`src/rtl/msi_term_pkg.sv`:
```
package msi_term_pkg;

  typedef enum logic [1:0] {
    ACC_NONE    = 2'd0,
    ACC_INDEX   = 2'd1,
    ACC_SUMMARY = 2'd2
  } msi_acc_e;

endpackage

```
`src/rtl/msi_rst_sync.sv`:
```
module msi_rst_sync (
  input  logic clk,
  input  logic rst_n,
  output logic rst_s_n
);

  logic meta_q;
  logic sync_q;

  always_ff @(posedge clk or negedge rst_n) begin
    if (!rst_n) begin
      meta_q <= 1'b0;
      sync_q <= 1'b0;
    end else begin
      meta_q <= 1'b1;
      sync_q <= meta_q;
    end
  end

  assign rst_s_n = sync_q;

endmodule

```
`src/rtl/msi_addr_dec.sv`:
```
module msi_addr_dec
  import msi_term_pkg::*;
#(
  parameter int NUM_GRP     = 16,
  parameter int IDX_PER_GRP = 8,
  parameter int VEC_PER_IDX = 16,
  parameter int IDX_SHIFT   = 16,
  parameter int DATA_W      = 32,
  localparam int GRP_W      = $clog2(NUM_GRP),
  localparam int IDX_W      = $clog2(IDX_PER_GRP),
  localparam int VEC_W      = $clog2(VEC_PER_IDX),
  localparam int GRP_SHIFT  = IDX_SHIFT + IDX_W,
  localparam int SUM_BIT    = GRP_SHIFT + GRP_W,
  localparam int ADDR_W     = SUM_BIT + 1
) (
  input  logic [ADDR_W-1:0] addr,
  input  logic [DATA_W-1:0] wdata,
  output msi_acc_e          acc,
  output logic [GRP_W-1:0]  grp,
  output logic [IDX_W-1:0]  idx,
  output logic              data_ok,
  output logic [VEC_W-1:0]  vec_sel
);

  logic low_clear;
  logic sum_pad_clear;

  always_comb begin
    low_clear     = (addr[IDX_SHIFT-1:0] == '0);
    sum_pad_clear = (addr[SUM_BIT-1:IDX_SHIFT+GRP_W] == '0);
    acc = ACC_NONE;
    grp = '0;
    idx = '0;
    if (low_clear && !addr[SUM_BIT]) begin
      acc = ACC_INDEX;
      grp = addr[GRP_SHIFT +: GRP_W];
      idx = addr[IDX_SHIFT +: IDX_W];
    end else if (low_clear && addr[SUM_BIT] && sum_pad_clear) begin
      acc = ACC_SUMMARY;
      grp = addr[IDX_SHIFT +: GRP_W];
    end
    data_ok = (wdata[DATA_W-1:VEC_W] == '0);
    vec_sel = wdata[VEC_W-1:0];
  end

endmodule

```
`src/rtl/msi_idx_reg.sv`:
```
module msi_idx_reg #(
  parameter int VEC_PER_IDX = 16,
  localparam int VEC_W      = $clog2(VEC_PER_IDX)
) (
  input  logic                   clk,
  input  logic                   rst_n,
  input  logic                   set_en,
  input  logic [VEC_W-1:0]       set_sel,
  input  logic                   rd_clr,
  output logic [VEC_PER_IDX-1:0] bits_q
);

  logic [VEC_PER_IDX-1:0] bits_d;
  logic [VEC_PER_IDX-1:0] set_mask;
  logic                   bits_en;

  always_comb begin
    set_mask = '0;
    if (set_en) set_mask[set_sel] = 1'b1;
    bits_en = set_en | rd_clr;
    bits_d  = (rd_clr ? '0 : bits_q) | set_mask;
  end

  always_ff @(posedge clk or negedge rst_n) begin
    if (!rst_n)       bits_q <= '0;
    else if (bits_en) bits_q <= bits_d;
  end

  AST_SET_HOLDS: assert property (@(posedge clk) disable iff (!rst_n)
    set_en |=> bits_q[$past(set_sel)]);

  AST_READ_EMPTIES: assert property (@(posedge clk) disable iff (!rst_n)
    (rd_clr && !set_en) |=> (bits_q == '0));

endmodule

```
`src/rtl/msi_group.sv`:
```
module msi_group #(
  parameter int IDX_PER_GRP = 8,
  parameter int VEC_PER_IDX = 16,
  localparam int IDX_W      = $clog2(IDX_PER_GRP),
  localparam int VEC_W      = $clog2(VEC_PER_IDX),
  localparam int FLAT_W     = IDX_PER_GRP * VEC_PER_IDX
) (
  input  logic                   clk,
  input  logic                   rst_n,
  input  logic                   grp_wr,
  input  logic                   grp_rd,
  input  logic [IDX_W-1:0]       idx,
  input  logic [VEC_W-1:0]       vec_sel,
  output logic [FLAT_W-1:0]      bits_flat,
  output logic [IDX_PER_GRP-1:0] summary,
  output logic                   irq
);

  for (genvar x = 0; x < IDX_PER_GRP; x++) begin : g_idx
    logic hit;
    logic [VEC_PER_IDX-1:0] q;
    assign hit = (idx == IDX_W'(x));

    msi_idx_reg #(.VEC_PER_IDX(VEC_PER_IDX)) u_reg (
      .clk     (clk),
      .rst_n   (rst_n),
      .set_en  (grp_wr & hit),
      .set_sel (vec_sel),
      .rd_clr  (grp_rd & hit),
      .bits_q  (q)
    );

    assign bits_flat[x*VEC_PER_IDX +: VEC_PER_IDX] = q;
    assign summary[x] = |q;
  end

  assign irq = |summary;

  AST_GROUP_RAISE: assert property (@(posedge clk) disable iff (!rst_n)
    grp_wr |=> irq);

endmodule

```
`src/rtl/msi_term_bank.sv`:
```
module msi_term_bank
  import msi_term_pkg::*;
#(
  parameter int NUM_GRP     = 16,
  parameter int IDX_PER_GRP = 8,
  parameter int VEC_PER_IDX = 16,
  parameter int IDX_SHIFT   = 16,
  parameter int DATA_W      = 32,
  localparam int GRP_W      = $clog2(NUM_GRP),
  localparam int IDX_W      = $clog2(IDX_PER_GRP),
  localparam int VEC_W      = $clog2(VEC_PER_IDX),
  localparam int FLAT_W     = IDX_PER_GRP * VEC_PER_IDX,
  localparam int ADDR_W     = IDX_SHIFT + IDX_W + GRP_W + 1
) (
  input  logic              clk,
  input  logic              rst_n,
  input  logic              bus_wr,
  input  logic              bus_rd,
  input  logic [ADDR_W-1:0] bus_addr,
  input  logic [DATA_W-1:0] bus_wdata,
  output logic [DATA_W-1:0] bus_rdata,
  output logic [NUM_GRP-1:0] irq
);

  logic             rst_s_n;
  msi_acc_e         acc;
  logic [GRP_W-1:0] grp;
  logic [IDX_W-1:0] idx;
  logic             data_ok;
  logic [VEC_W-1:0] vec_sel;
  logic             set_ok;
  logic             clr_ok;

  logic [FLAT_W-1:0]      grp_bits [NUM_GRP];
  logic [IDX_PER_GRP-1:0] grp_sum  [NUM_GRP];

  logic [VEC_PER_IDX-1:0] sel_bits;
  logic [IDX_PER_GRP-1:0] sel_sum;
  logic [DATA_W-1:0]      rdata_d;
  logic [DATA_W-1:0]      rdata_q;
  logic                   rdata_en;

  msi_rst_sync u_rst (
    .clk     (clk),
    .rst_n   (rst_n),
    .rst_s_n (rst_s_n)
  );

  msi_addr_dec #(
    .NUM_GRP     (NUM_GRP),
    .IDX_PER_GRP (IDX_PER_GRP),
    .VEC_PER_IDX (VEC_PER_IDX),
    .IDX_SHIFT   (IDX_SHIFT),
    .DATA_W      (DATA_W)
  ) u_dec (
    .addr    (bus_addr),
    .wdata   (bus_wdata),
    .acc     (acc),
    .grp     (grp),
    .idx     (idx),
    .data_ok (data_ok),
    .vec_sel (vec_sel)
  );

  always_comb begin
    set_ok = bus_wr & data_ok & (acc == ACC_INDEX);
    clr_ok = bus_rd & (acc == ACC_INDEX);
  end

  for (genvar g = 0; g < NUM_GRP; g++) begin : g_grp
    logic sel;
    assign sel = (grp == GRP_W'(g));

    msi_group #(
      .IDX_PER_GRP (IDX_PER_GRP),
      .VEC_PER_IDX (VEC_PER_IDX)
    ) u_group (
      .clk       (clk),
      .rst_n     (rst_s_n),
      .grp_wr    (set_ok & sel),
      .grp_rd    (clr_ok & sel),
      .idx       (idx),
      .vec_sel   (vec_sel),
      .bits_flat (grp_bits[g]),
      .summary   (grp_sum[g]),
      .irq       (irq[g])
    );
  end

  always_comb begin
    sel_bits = grp_bits[grp][idx*VEC_PER_IDX +: VEC_PER_IDX];
    sel_sum  = grp_sum[grp];
    rdata_d  = '0;
    case (acc)
      ACC_INDEX:   rdata_d[VEC_PER_IDX-1:0] = sel_bits;
      ACC_SUMMARY: rdata_d[IDX_PER_GRP-1:0] = sel_sum;
      default:     rdata_d = '0;
    endcase
    rdata_en = bus_rd;
  end

  always_ff @(posedge clk or negedge rst_s_n) begin
    if (!rst_s_n)      rdata_q <= '0;
    else if (rdata_en) rdata_q <= rdata_d;
  end

  assign bus_rdata = rdata_q;

  AST_BAD_WRITE_IGNORED: assert property (@(posedge clk) disable iff (!rst_s_n)
    (bus_wr && !set_ok && !bus_rd) |=> $stable(irq));

  AST_UNMAPPED_READ_ZERO: assert property (@(posedge clk) disable iff (!rst_s_n)
    (bus_rd && acc == ACC_NONE) |=> (bus_rdata == '0));

  AST_SUMMARY_READ_PURE: assert property (@(posedge clk) disable iff (!rst_s_n)
    (bus_rd && acc == ACC_SUMMARY && !bus_wr) |=> $stable(irq));

endmodule

```
`config.mk`:
```
export PLATFORM = sky130hd
export DESIGN_NAME = msi_term_bank
export DESIGN_NICKNAME = d
export VERILOG_FILES = /design/src/rtl/msi_term_pkg.sv /design/src/rtl/msi_rst_sync.sv /design/src/rtl/msi_addr_dec.sv /design/src/rtl/msi_idx_reg.sv /design/src/rtl/msi_group.sv /design/src/rtl/msi_term_bank.sv
export SDC_FILE = /design/constraint.sdc
export NUM_CORES = 2
export LEC_CHECK = 0
export BUFFER_PORTS_ARGS = -buffer_cell sky130_fd_sc_hd__buf_2
export CORE_MARGIN = 2
export CORE_UTILIZATION = 50
export DETAILED_ROUTE_END_ITERATION = 10
export PLACE_DENSITY = 0.65
export SLEW_MARGIN = 20
export SYNTH_ARGS = -nofsm -noshare
export SYNTH_HDL_FRONTEND = slang
export SYNTH_HIERARCHICAL = 1
export SYNTH_SLANG_ARGS = --single-unit
```
`constraint.sdc`:
```
create_clock -name clk -period 71.3 [get_ports clk]
set_input_delay 3.565 -clock clk [delete_from_list [all_inputs] [get_ports clk]]
set_output_delay 3.565 -clock clk [all_outputs]
set_load 0.01 [all_outputs]
```
==> impl_results.md <==
* Root Buffer: clkbuf_16
* Core area at 0.215 mm^2
* Switching part of the total at 23.6%
* Max-cap violations at 0
* Clock share of power at 49.2%
* Synth warnings at 6
* Run status: finished, final reports clean
* Clk buf depth at 3
* Gp weighted congestion at 1.09
* Pin count of the biggest net entering global routing at 179
* Std-Cell Rows at 170
* Switch Pwr at 587 uW
* PnR worst setup slack at 61.76 ns
* Post_cts resized at 0
* Area after DPL at 0.110 mm^2
* # setup viols final at 0
* Mapped Area at 0.108 mm^2
* Final hold viol count at 0
* Startpoint Class: input pin
* Most common cell after layout, fill and taps aside: inv_1
* Worst reg2reg path startpoint: u_rst/rst_s_n
* Cts hold-fix bufs at 0
* Number of global-route vias before repair at 88178
* Final Skew at 0.0483 ns
* Top_reg_cell synth: dfrtp_1
* Post-CTS Setup Bufs at 0
* Slew HR at 12.4%
* Max IR drop VDD at 27.3 uV
* IO Pins at 108
* Cells after Synth at 10281
* CP cell instances: buf_2 > nor4_2 > nand4_2 > nor2_4 > buf_4 > buf_4 > buf_12 > buf_4 > mux4_2 > mux4_2 > a22oi_1 > nand2_1 > nor4_1 > nor3_1
* Worst r2r path cells at 6
* Layout cell share with drive strength beyond 1 at 13.0%
* H-tree Lvls at 4
* Post-synthesis sequential area ratio at 47.8%
* Die height at 469 um
* Post-route ant nets at 0
* Synthesized flop and latch total at 2066
* CTS Buf Count at 222
* CP arrival at 10.30 ns
* Sequential fraction of design power at 47.2%
* Avg Synthesized Cell Area at 10.5 um^2
* RR Endpoint: g_grp[0].u_group/g_idx[6].u_reg/bits_q[12]
* PortBufs at 91
* Hold WC Path Type: register to asynchronous set/reset pin
* First-pass GRT wire length at 618000 um
* Final WL at 425000 um
* Post-route cell area at 0.118 mm^2
* Max Slew Vio Count at 0
* Combinational share of power at 3.5%
* Crit-path most repeated cell: buf_4
* Die width at 469 um
* DP HPWL at 310000 um
* Initial Util at 50.4%
* Multi-input gate area at 0.0447 mm^2
* RSZ-0062 raised after global routing: false
* Worst-skew pair later-pin latency at 0.92 ns
* Pre-CTS setup slack at 60.99 ns
* Routed wire length per instance at 32.0 um
* Post-route minimum period at 9.54 ns
* Layout area overhead at 9.10%
* Most frequent cells in the layout: inv_1, dfrtp_1, o22ai_1, nor4_1, mux4_2
* Vias per cell at 6.86
* DRC violations left at 0
* Final critical-path share of the clock period at 13.4%
* Vias at 91212
* Crit. End Element: register
* Post-synth EDFFs at 0
* Layout net count at 10330
* Die area at 0.220 mm^2
* Drt initial violations at 13440
* Worst-Margin Slew at 1.30 ns
* Crit path kind: input pin to register
* Fmax at 105 MHz
* P_int at 1900 uW
* Crit path max-delay cell type: buf_4
* Fin Setup TNS at 0 ns
* CTS tree: done
* Critical Path RT at 72.07 ns
* Yosys cell types at 68
* Power per cell area at 21.1 mW/mm^2
* Crit-path max FO at 110
* Reg clk slew, reported paths at 0.07 ns
* Initial antenna violation count at 37
* Worst path max stage delay at 0.81 ns
* First-pass DRT Iterations at 10
* Tot GR Track Use at 37.9%
* Reg2Reg Setup Slack at 65.87 ns
* Clock Sinks at 2066
* # fillers at 18415
* Sequential cell area at 0.0517 mm^2
* Leak Pwr at 0.0526 uW
* Async SR Flop Fraction at 100%
* GRT overflow at 0
[per-layer routing]
layer  vias to the layer above  global-route usage (%)  wire [um]
met3                      1144                    15.7      60900
met2                      6228                    51.7     174000
met4                        28                    21.9      29300
met1                     45873                    50.6     161000
li1                      37939                       -          -
met5                         -                       0        184
[critical path: cells and delay by family]
family / cells / cell delay [ns]
buf+inv: 5 / 2.84
simple gates: 6 / 2.30
mux: 2 / 0.88
compound gates: 1 / 0.46
[through the flow]
stage	cells	hold WS, ns	util, %	total power [uW]
finish	13304	0.331	55.0	2490
global route	13289	0.372	54.9	2550
CTS	13282	0.352	54.9	2490
detailed placement	12878	0.344	51.3	1280
global placement	12878	0.337	51.3	1280
floorplan	10296	0.331	-	1260
[flip-flops by register name, summed over array words and instances (netlist names)]
register                          cells
g_grp.u_group/g_idx.u_reg/bits_q   2048
bus_rdata                            16
u_rst/meta_q                          1
u_rst/rst_s_n                         1
[area by class of cell]
type	count	area share [%]
antenna	18	0.0382
clock buffer	304	5.41
clock inverter	100	1.06
inverter	2313	7.36
multi-input combinational	5435	37.9
sequential	2066	43.8
tap	2838	3.01
timing repair buffer	230	1.44
[cells by family after synthesis]
family / count (synthesis) / share of synthesized area, %
buffers and inverters: 2795 / 11.2
AOI/OAI and AO/OA: 2357 / 15.1
and+or+nand+nor: 2354 / 13.4
DFF: 2066 / 47.8
muxes: 705 / 12.5
adders and majority gates: 2 / 0.0231
other: 2 / 0.00694
[cell usage after synthesis (26+ instances only)]
library cell	instances	area, um^2
buf_6	150	1690
nand3_1	143	716
inv_1	2310	8670
clkbuf_2	127	636
buf_4	60	450
o22ai_1	1556	9730
or3b_1	128	1120
nor2_1	262	983
o32ai_1	509	4460
nor4_1	538	3370
clkbuf_1	61	229
dfrtp_1	2066	51700
o21ai_0	34	170
nand2b_1	326	2040
nor3_1	79	395
a22oi_1	27	203
mux2i_1	171	1710
a221oi_1	26	228
o221ai_1	55	482
or3b_4	128	1440
nand4_1	131	820
a21oi_1	48	240
buf_2	75	375
mux4_2	513	11600
nand3b_1	258	1940
nand2_1	291	1090
[how the worst max path moves through the flow]
| stage | start | end | cells past startpoint |
|---|---|---|---|
| global route | bus_addr[12] | bus_rdata[8] | 14 |
| detailed placement | bus_addr[4] | bus_rdata[8] | 14 |
| CTS | bus_addr[4] | bus_rdata[8] | 14 |
| global placement | bus_addr[12] | bus_rdata[8] | 14 |
| finish | bus_addr[4] | bus_rdata[8] | 14 |
| floorplan | u_rst/rst_s_n | bus_rdata[0] | 0 |
[power groups by stage]
stage	clock (uW)	combinational, uW	sequential, uW
2_1_floorplan	0	44.0	1220
3_3_place_gp	0	84.2	1200
3_5_place_dp	0	86.1	1200
4_1_cts	1230	86.3	1170
5_1_grt	1280	95.8	1170
6_report	1220	88.1	1170
No activity file was read; power rests on OpenSTA's default activity.
